[src/rtl/lpcw_pkg.sv]
package lpcw_pkg;
    typedef enum logic [1:0] {
        ST_IDLE  = 2'd0,
        ST_ISSUE = 2'd1,
        ST_RESP  = 2'd2
    } lpcw_state_e;

    typedef enum logic {
        SZ_BYTE = 1'b0,
        SZ_WORD = 1'b1
    } lpcw_size_e;
endpackage

[src/rtl/lpcw_cfg_regs.sv]
module lpcw_cfg_regs #(
    parameter int HALF_W = 16
) (
    input  logic              clk,
    input  logic              rst_n,
    input  logic              wr_en,
    input  logic              wr_sel,
    input  logic [2*HALF_W-1:0] wr_data,
    output logic [HALF_W-1:0] remap_base,
    output logic [HALF_W-1:0] match_base,
    output logic [HALF_W-1:0] remap_mask,
    output logic [HALF_W-1:0] care_off,
    output logic              any_set
);
    logic [2*HALF_W-1:0] word_a;
    logic [2*HALF_W-1:0] word_b;

    always_ff @(posedge clk) begin
        if (!rst_n) begin
            word_a <= '0;
            word_b <= '0;
        end else if (wr_en) begin
            if (wr_sel) word_b <= wr_data;
            else        word_a <= wr_data;
        end
    end

    assign remap_base = word_a[2*HALF_W-1:HALF_W];
    assign match_base = word_a[HALF_W-1:0];
    assign remap_mask = word_b[2*HALF_W-1:HALF_W];
    assign care_off   = word_b[HALF_W-1:0];
    assign any_set    = |{word_a, word_b};
endmodule

[src/rtl/lpcw_xlate.sv]
module lpcw_xlate #(
    parameter int HALF_W = 16
) (
    input  logic [HALF_W-1:0] addr_hi,
    input  logic [HALF_W-1:0] remap_base,
    input  logic [HALF_W-1:0] match_base,
    input  logic [HALF_W-1:0] remap_mask,
    input  logic [HALF_W-1:0] care_off,
    input  logic              enable,
    output logic              hit,
    output logic [HALF_W-1:0] out_hi
);
    logic [HALF_W-1:0] bit_ok;

    for (genvar i = 0; i < HALF_W; i++) begin : g_bit
        assign bit_ok[i] = care_off[i] | (addr_hi[i] == match_base[i]);
        assign out_hi[i] = remap_mask[i] ? remap_base[i] : addr_hi[i];
    end

    assign hit = enable & (&bit_ok);
endmodule

[src/rtl/lpcw_lanes.sv]
module lpcw_lanes #(
    parameter int DATA_W = 32
) (
    input  logic                      size_word,
    input  logic [$clog2(DATA_W/8)-1:0] lane,
    input  logic                      is_write,
    input  logic [DATA_W-1:0]         wr_raw,
    input  logic [DATA_W-1:0]         rd_raw,
    output logic [DATA_W-1:0]         wr_placed,
    output logic [DATA_W-1:0]         rd_aligned
);
    localparam int LANES = DATA_W / 8;

    for (genvar k = 0; k < LANES; k++) begin : g_lane
        assign wr_placed[8*k +: 8] = size_word ? wr_raw[8*k +: 8]
                                   : ((lane == k) ? wr_raw[7:0] : 8'h00);
    end

    always_comb begin
        rd_aligned = '0;
        if (!is_write) begin
            if (size_word) rd_aligned = rd_raw;
            else           rd_aligned[7:0] = rd_raw[8*lane +: 8];
        end
    end
endmodule

[src/rtl/lpc_fw_remap.sv]
module lpc_fw_remap #(
    parameter int ADDR_W = 32,
    parameter int DATA_W = 32
) (
    input  logic              clk,
    input  logic              rst_n,
    input  logic              cfg_we,
    input  logic              cfg_sel,
    input  logic [ADDR_W-1:0] cfg_wdata,
    input  logic              req_valid,
    output logic              req_ready,
    input  logic              req_write,
    input  logic              req_size,
    input  logic [ADDR_W-1:0] req_addr,
    input  logic [DATA_W-1:0] req_wdata,
    output logic              rsp_valid,
    output logic [DATA_W-1:0] rsp_rdata,
    output logic              ahb_req,
    output logic              ahb_write,
    output logic              ahb_size,
    output logic [ADDR_W-1:0] ahb_addr,
    output logic [DATA_W-1:0] ahb_wdata,
    input  logic              ahb_done,
    input  logic [DATA_W-1:0] ahb_rdata
);
    import lpcw_pkg::*;

    localparam int HALF_W = ADDR_W / 2;
    localparam int LANE_W = $clog2(DATA_W / 8);

    lpcw_state_e       state, state_nx;
    logic [HALF_W-1:0] remap_base, match_base, remap_mask, care_off;
    logic              cfg_any, win_hit, accept;
    logic [HALF_W-1:0] xl_hi;
    logic [DATA_W-1:0] wdata_q, rd_aligned;

    lpcw_cfg_regs #(.HALF_W(HALF_W)) u_cfg (
        .clk(clk), .rst_n(rst_n), .wr_en(cfg_we), .wr_sel(cfg_sel),
        .wr_data(cfg_wdata), .remap_base(remap_base), .match_base(match_base),
        .remap_mask(remap_mask), .care_off(care_off), .any_set(cfg_any)
    );

    lpcw_xlate #(.HALF_W(HALF_W)) u_xlate (
        .addr_hi(req_addr[ADDR_W-1:HALF_W]), .remap_base(remap_base),
        .match_base(match_base), .remap_mask(remap_mask), .care_off(care_off),
        .enable(cfg_any), .hit(win_hit), .out_hi(xl_hi)
    );

    lpcw_lanes #(.DATA_W(DATA_W)) u_lanes (
        .size_word(ahb_size), .lane(ahb_addr[LANE_W-1:0]), .is_write(ahb_write),
        .wr_raw(wdata_q), .rd_raw(ahb_rdata),
        .wr_placed(ahb_wdata), .rd_aligned(rd_aligned)
    );

    assign accept = req_valid && (state == ST_IDLE);

    // state register
    always_ff @(posedge clk) begin
        if (!rst_n) state <= ST_IDLE;
        else        state <= state_nx;
    end

    // transitions
    always_comb begin
        state_nx = state;
        unique case (state)
            ST_IDLE:  if (accept && win_hit) state_nx = ST_ISSUE;
            ST_ISSUE: if (ahb_done)          state_nx = ST_RESP;
            ST_RESP:                          state_nx = ST_IDLE;
            default:                          state_nx = ST_IDLE;
        endcase
    end

    // outputs
    always_comb begin
        req_ready = 1'b0;
        ahb_req   = 1'b0;
        rsp_valid = 1'b0;
        unique case (state)
            ST_IDLE:  req_ready = 1'b1;
            ST_ISSUE: ahb_req   = 1'b1;
            ST_RESP:  rsp_valid = 1'b1;
            default:  req_ready = 1'b0;
        endcase
    end

    // access capture
    always_ff @(posedge clk) begin
        if (!rst_n) begin
            ahb_addr  <= '0;
            ahb_write <= 1'b0;
            ahb_size  <= 1'b0;
            wdata_q   <= '0;
            rsp_rdata <= '0;
        end else begin
            if (accept && win_hit) begin
                ahb_addr  <= {xl_hi, req_addr[HALF_W-1:0]};
                ahb_write <= req_write;
                ahb_size  <= req_size;
                wdata_q   <= req_wdata;
            end
            if (state == ST_ISSUE && ahb_done) rsp_rdata <= rd_aligned;
        end
    end

    p_miss_silent_r7: assert property (@(posedge clk) disable iff (!rst_n)
        (accept && !win_hit) |=> (!ahb_req && !rsp_valid && req_ready));
    p_hit_issues_r3: assert property (@(posedge clk) disable iff (!rst_n)
        (accept && win_hit) |=> ahb_req);
    p_low_pass_r5: assert property (@(posedge clk) disable iff (!rst_n)
        (accept && win_hit) |=> (ahb_addr[HALF_W-1:0] == $past(req_addr[HALF_W-1:0])));
    p_size_dir_r6: assert property (@(posedge clk) disable iff (!rst_n)
        (accept && win_hit) |=> (ahb_size == $past(req_size) && ahb_write == $past(req_write)));
    p_hold_r8: assert property (@(posedge clk) disable iff (!rst_n)
        (ahb_req && !ahb_done) |=> (ahb_req && $stable(ahb_addr) && $stable(ahb_wdata)
                                    && $stable(ahb_size) && $stable(ahb_write)));
    p_rsp_pulse_r8: assert property (@(posedge clk) disable iff (!rst_n)
        rsp_valid |=> !rsp_valid);
    p_rsp_after_done_r8: assert property (@(posedge clk) disable iff (!rst_n)
        (ahb_req && ahb_done) |=> (rsp_valid && !ahb_req));
    p_one_phase_r8: assert property (@(posedge clk) disable iff (!rst_n)
        $onehot0({req_ready, ahb_req, rsp_valid}));
endmodule

[config.mk]
export PLATFORM = sky130hd
export DESIGN_NAME = lpc_fw_remap
export DESIGN_NICKNAME = d
export VERILOG_FILES = /design/src/rtl/lpcw_pkg.sv /design/src/rtl/lpcw_cfg_regs.sv /design/src/rtl/lpcw_xlate.sv /design/src/rtl/lpcw_lanes.sv /design/src/rtl/lpc_fw_remap.sv
export SDC_FILE = /design/constraint.sdc
export NUM_CORES = 1
export LEC_CHECK = 0
export BUFFER_PORTS_ARGS = -buffer_cell sky130_fd_sc_hd__buf_2
export CAP_MARGIN = 15
export CORE_MARGIN = 5
export CORE_UTILIZATION = 52
export DETAILED_ROUTE_END_ITERATION = 8
export PLACE_DENSITY = 0.88
export SETUP_SLACK_MARGIN = 0.15
export SYNTH_ARGS = -nofsm -noshare
export SYNTH_HDL_FRONTEND = slang
export SYNTH_HIERARCHICAL = 1
export SYNTH_SLANG_ARGS = --single-unit
[constraint.sdc]
create_clock -name clk -period 3 [get_ports clk]
set_input_delay 0.3 -clock clk [delete_from_list [all_inputs] [get_ports clk]]
set_output_delay 0.3 -clock clk [all_outputs]
set_load 0.005 [all_outputs]
# --- Yosys cells after proc, flatten, opt, wreduce, memory -nomap -nowiden ---
# Cells that the tools add are included.
# Widths: inputs -> output; s select.
totals:
  reg_bits: 164
  inputBits: 136
  elab_cells: 93
op_classes:
  eq_ne: 23
  n_shift: 1
  n_mux: 33
  n_bitwise: 18
  reduce_logical: 10
op_table:
  columns: ["cell", "n"]
  rows:
  - ["$mux 8", 9]
  - ["$reduce_or 64->1", 1]
  - ["$mux 32", 1]
  - ["$shiftx 32x6->8", 1]
  - ["$mux 24", 1]
  - ["$mux 1", 19]
  - ["$eq 1x1->1", 16]
  - ["$or 1x1->1", 16]
  - ["$reduce_and 16->1", 1]
  - ["$eq 2x2->1 const B", 3]
  - ["$reduce_and 2->1", 3]
  - ["$eq 2x1->1 const B", 2]
  - ["$logic_not 2->1", 2]
  - ["$mux 2", 2]
  - ["$pmux 2 s2", 1]
  - ["$logic_and 1x1->1", 3]
  - ["$ne 2x1->1 const B", 1]
  - ["$ne 2x2->1 const B", 1]
  - ["$and 1x1->1", 1]
  - ["$not 1->1", 1]

# --- Logic depth before layout (Yosys ltp) ---
depth:
  ltp_word: 7
  mapped_depth: 11

# --- Modules after synthesis ---
# Netlist, hierarchy kept.
modules_own_cells:
  columns: ["mod", "n_inst", "cells_per_inst", "area_each_um2"]
  rows:
  - ["lpc_fw_remap", 1, 436, 3975.1]
  - ["lpcw_cfg_regs", 1, 302, 2489.9]
  - ["lpcw_lanes", 1, 129, 785.8]
  - ["lpcw_xlate", 1, 44, 399.1]

# --- Least setup slack after synthesis ---
# No wires, ideal clock.
synth_timing:
  path_kind: "register to register"
  start: "register u_cfg.word_b[27]"
  end: "register state[0]"
  setup_time_ns: 0.115
  arrival_ns: 2.097
  required_time_ns: 2.885
  path_slack_ns: 0.788
  path_stages_with_launch: 12
  n_path_buf: 3
  synth_period_minus_slack_ns: 2.212
  path_cell_list: "dfxtp_1 -> nor4_1 -> nand4_1 -> or4_1 -> o21ai_0 -> or3_1 -> nor4_2 -> nor4bb_1 -> buf_2 -> buf_6 -> buf_8 -> o21a_1"
synth_between:
  elab_chain_len: 5
synth_rtl:
  columns: ["item", "line_no", "rtl"]
  rows:
  - ["from (decl)", "lpcw_cfg_regs.sv:16", "logic [2*HALF_W-1:0] word_b;"]
  - ["from (signal assigned)", "lpcw_cfg_regs.sv:23", "if (wr_sel) word_b <= wr_data;"]
  - ["$reduce_or 64->1", "lpcw_cfg_regs.sv:32", "assign any_set = |{word_a, word_b};"]
  - ["via cfg_any", "lpc_fw_remap.sv:33", "logic cfg_any, win_hit, accept;"]
  - ["$and 1x1->1", "lpcw_xlate.sv:20", "assign hit = enable & (&bit_ok);"]
  - ["via win_hit", "lpc_fw_remap.sv:33", null]
  - ["$logic_and 1x1->1", "lpc_fw_remap.sv:67", "ST_IDLE: if (accept && win_hit) state_nx = ST_ISSUE;"]
  - ["$ne 2x1->1 (no line)", null, null]
  - ["$reduce_and 2->1 (no line)", null, null]
  - ["to (signal assigned)", "lpc_fw_remap.sv:60", "else state <= state_nx;"]
  - ["to (decl)", "lpc_fw_remap.sv:31", "lpcw_state_e state, state_nx;"]
# The timed path passes the listed nets, and every way through them passes these cells.
# A chain may end at the register's enable or synchronous reset.

# --- Final worst setup path ---
layout_timing:
  start: "register u_cfg.word_b[29]"
  end: "register ahb_addr[7]"
layout_between:
  elab_chain_len: 3
layout_rtl:
  columns: ["item", "line_no", "rtl"]
  rows:
  - ["$reduce_or 64->1", "lpcw_cfg_regs.sv:32", null]
  - ["via cfg_any", "lpc_fw_remap.sv:33", null]
  - ["$and 1x1->1", "lpcw_xlate.sv:20", null]
  - ["via win_hit", "lpc_fw_remap.sv:33", null]
  - ["$logic_and 1x1->1", "lpc_fw_remap.sv:96", "if (accept && win_hit) begin"]
  - ["to (signal assigned)", "lpc_fw_remap.sv:97", "ahb_addr <= {xl_hi, req_addr[HALF_W-1:0]};"]
  - ["to (decl)", "lpc_fw_remap.sv:21", "output logic [ADDR_W-1:0] ahb_addr,"]
# The timed path passes the listed nets, and every way through them passes these cells.

==> reports/summary.txt <==
Post-synth top flop - dfxtp_1
Total CTS buffers - 17
Synth Net Count - 1047
Count leader, synth - nand2_1
Routed wire length per instance - 16.7 µm
Clock sinks - 164
Worst R2R Setup Slack - 0.49 ns
# resized after CTS - 0
Final min period - 2.51 ns
1st-pass router iterations - 5
P&R area growth vs syn - 24.7%
Post-route insts no fill - 1315
Synthesis-stage register bit count - 164
Max-slew violation count - 0
Final #Nets - 1253
Rel. slew slack - 0.345
Worst-path clk slew - 0.06 ns
CTS Hold Bufs - 0
Post-CTS setup buffer count - 0
Area share of the largest cell type after synthesis - 0.429
Sequential fraction of the synthesis area - 0.429
Yosys cell types - 32
GPL Wtd Cong - 0.914
CP Launch Point - u_cfg/word_b[29]$_SDFFE_PN0P_
Max incr delay on CP - 0.47 ns
Residual DRC - 0
Max-cap violations - 0
RSZ-0062 raised after global routing - false
Outcome - finished, final reports clean
CP max stage cell - nor4bb_4
CP max FO - 15
Cell Pwr Density - 527 mW/mm²
Netlist Area Pre-Place - 0.00765 mm²
CTS root buf - clkbuf_16
Fillers - 1169
Vias per cell - 5.42
Synth Instances - 911
Reg2Reg Launch Point - u_cfg/word_b[29]$_SDFFE_PN0P_
Largest net degree at the start of global routing - 96
Critical path arrival - 2.86 ns
Top cells by area, synth - dfxtp_1, nand2_1, mux2i_1, a21boi_0, and2_1
Worst r2r path cells - 9
Post-Place Cells - 1282
Final Hold Viols - 0
# port buffers - 236
CP required - 3.36 ns
Hold path endpoint - wdata_q[24]$_SDFFE_PN0P_
Ys async rst share - 0
Crit start category - register
Syn avg cell area - 8.40 µm²
DR iter-0 viols - 698
Worst-margin pin slew - 0.983 ns
Final ANT Viol Nets - 0
Critical Path, Cell by Cell - nor4_1 > nand4_1 > or4_1 > o21ai_0 > or3_1 > nor4_2 > nor4bb_4 > buf_4 > mux2i_1
Global-route wire length before repair - 35300 µm
Maximum vdd ir drop - 0.000364 V
Initial antenna violation count - 1
Horiz. Die Dim - 131 µm
Chip Height - 131 µm
Leading area contributor after synthesis - dfxtp_1
Reg2Reg Capture Point - ahb_addr[7]$_SDFFE_PN0P_
WS Path Type - register to register
Final setup fails - 0
Detailed Route WL - 22000 µm
Top cells by count, synth - nand2_1, dfxtp_1, mux2i_1, a21boi_0
Maximum clock path buffer count - 2
Reg area - 0.00328 mm²
CTS tree - built
I/O pins - 237
Hold depth - 3
Share of post-route cells with drive strength above 1 - 0.272
Overall Global Routing Usage - 0.246
Kind of end point of the critical path - register
Total number of vias - 7125
Setup total negative slack - 0 ns
Fmax - 399 MHz
Hold Path Class - input port to register
Number of flops mapped to enable cells by yosys - 0
Yosys warning count - 6
Row count - 44
Clock Latency Late Sink - 0.43 ns
Leakage - 3.90 nW
Clock skew - 0.0105 ns
Overflow after GRT - 0
Multi-input combinational cell area - 0.00404 mm²
Detailed placement HPWL - 15900 µm
Vias in the first global route - 6908
Period utilization - 0.836
Initial Util - 0.528
Hold Startpoint - req_wdata[24]
Die area - 0.0172 mm²
CTS H-tree lvls - 4
Core area - 0.0145 mm²
==> per-layer routing <==
metal | routed length, µm | GRT usage | vias up
met2 | 10600 | 0.408 | 357
li1 | - | - | 3429
met5 | 0 | 0 | -
met3 | 2210 | 0.0661 | 52
met4 | 643 | 0.103 | 0
met1 | 8560 | 0.304 | 3287
==> per-stage QoR <==
| step | util | total power, W | instance area (µm²) | hold WS, ns | setup WS (ns) |
|---|---|---|---|---|---|
| final | 0.659 | 0.00503 | 9540 | 0.109 | 0.492 |
| after global routing | 0.659 | 0.00519 | 9540 | 0.109 | 0.297 |
| after CTS | 0.659 | 0.00504 | 9540 | 0.0999 | 0.452 |
| after detailed placement | 0.614 | 0.00267 | 8890 | 0.445 | 0.372 |
| after global placement | 0.614 | 0.00266 | 8890 | 0.439 | 0.484 |
| after floorplan | - | 0.00250 | 7650 | 0.435 | 0.788 |
==> cell type report <==
cell class              count  area share
repair buffers            251       0.140
clock inverters            13      0.0216
diodes                      1    0.000262
flip-flops and latches    164       0.344
clock buffers              19      0.0464
multi-input cells         683       0.423
well taps                 184      0.0241
==> state kept, by name, indices dropped and copies added (netlist names) <==
name,count
ahb_addr,32
ahb_size,1
ahb_write,1
rsp_rdata,32
state,2
u_cfg/word_a,32
u_cfg/word_b,32
wdata_q,32
==> how the worst max path moves through the flow <==
stage	end	slack (ns)
CTS	wdata_q[31]$_SDFFE_PN0P_	0.45
global placement	ahb_addr[13]$_SDFFE_PN0P_	0.48
detailed placement	ahb_addr[10]$_SDFFE_PN0P_	0.37
global route	ahb_addr[10]$_SDFFE_PN0P_	0.30
finish	ahb_addr[7]$_SDFFE_PN0P_	0.49
floorplan	state[0]$_SDFFE_PN0P_	0.79
==> where the power goes <==
group	internal [W]	switching, W	total [W]
Clock	0.00150	0.000897	0.00239
Sequential	0.00222	0.0000382	0.00226
Combinational	0.000172	0.000204	0.000376
==> placed cells by master (no fill, tap or decap), drive strengths merged, types with 4 or more instances in the layout <==
| master | netlist | routed |
|---|---|---|
| a21boi | 64 | 64 |
| a221o | 8 | 8 |
| and2 | 34 | 34 |
| buf | 30 | 251 |
| bufinv | 0 | 5 |
| clkbuf | 34 | 19 |
| clkinv | 0 | 6 |
| dfxtp | 164 | 164 |
| mux2 | 16 | 16 |
| mux2i | 106 | 106 |
| nand2 | 350 | 350 |
| nand2b | 11 | 11 |
| nand4 | 4 | 4 |
| nor2 | 10 | 10 |
| nor2b | 5 | 5 |
| nor4 | 17 | 17 |
| o21ai | 25 | 25 |
| o22ai | 7 | 7 |
| xnor2 | 16 | 16 |
==> logic make-up after synthesis <==
| kind of cell | count (synthesis) | synth area share |
|---|---|---|
| xor gates and xnor gates | 16 | 0.0183 |
| and+or+nand+nor | 439 | 0.246 |
| buffers and inverters | 64 | 0.0451 |
| DFF | 164 | 0.429 |
| AOI/OAI and AO/OA | 106 | 0.0988 |
| muxes | 122 | 0.162 |
==> worst max-delay path: cells and delay by family, from the launching register on <==
family                 cells  cell delay [ns]
DFF                        1             0.39
muxes                      1             0.22
AOI/OAI and AO/OA          1             0.06
and+or+nand+nor            6             1.40
buffers and inverters      1             0.36
No activity file was read; power rests on OpenSTA's default activity.
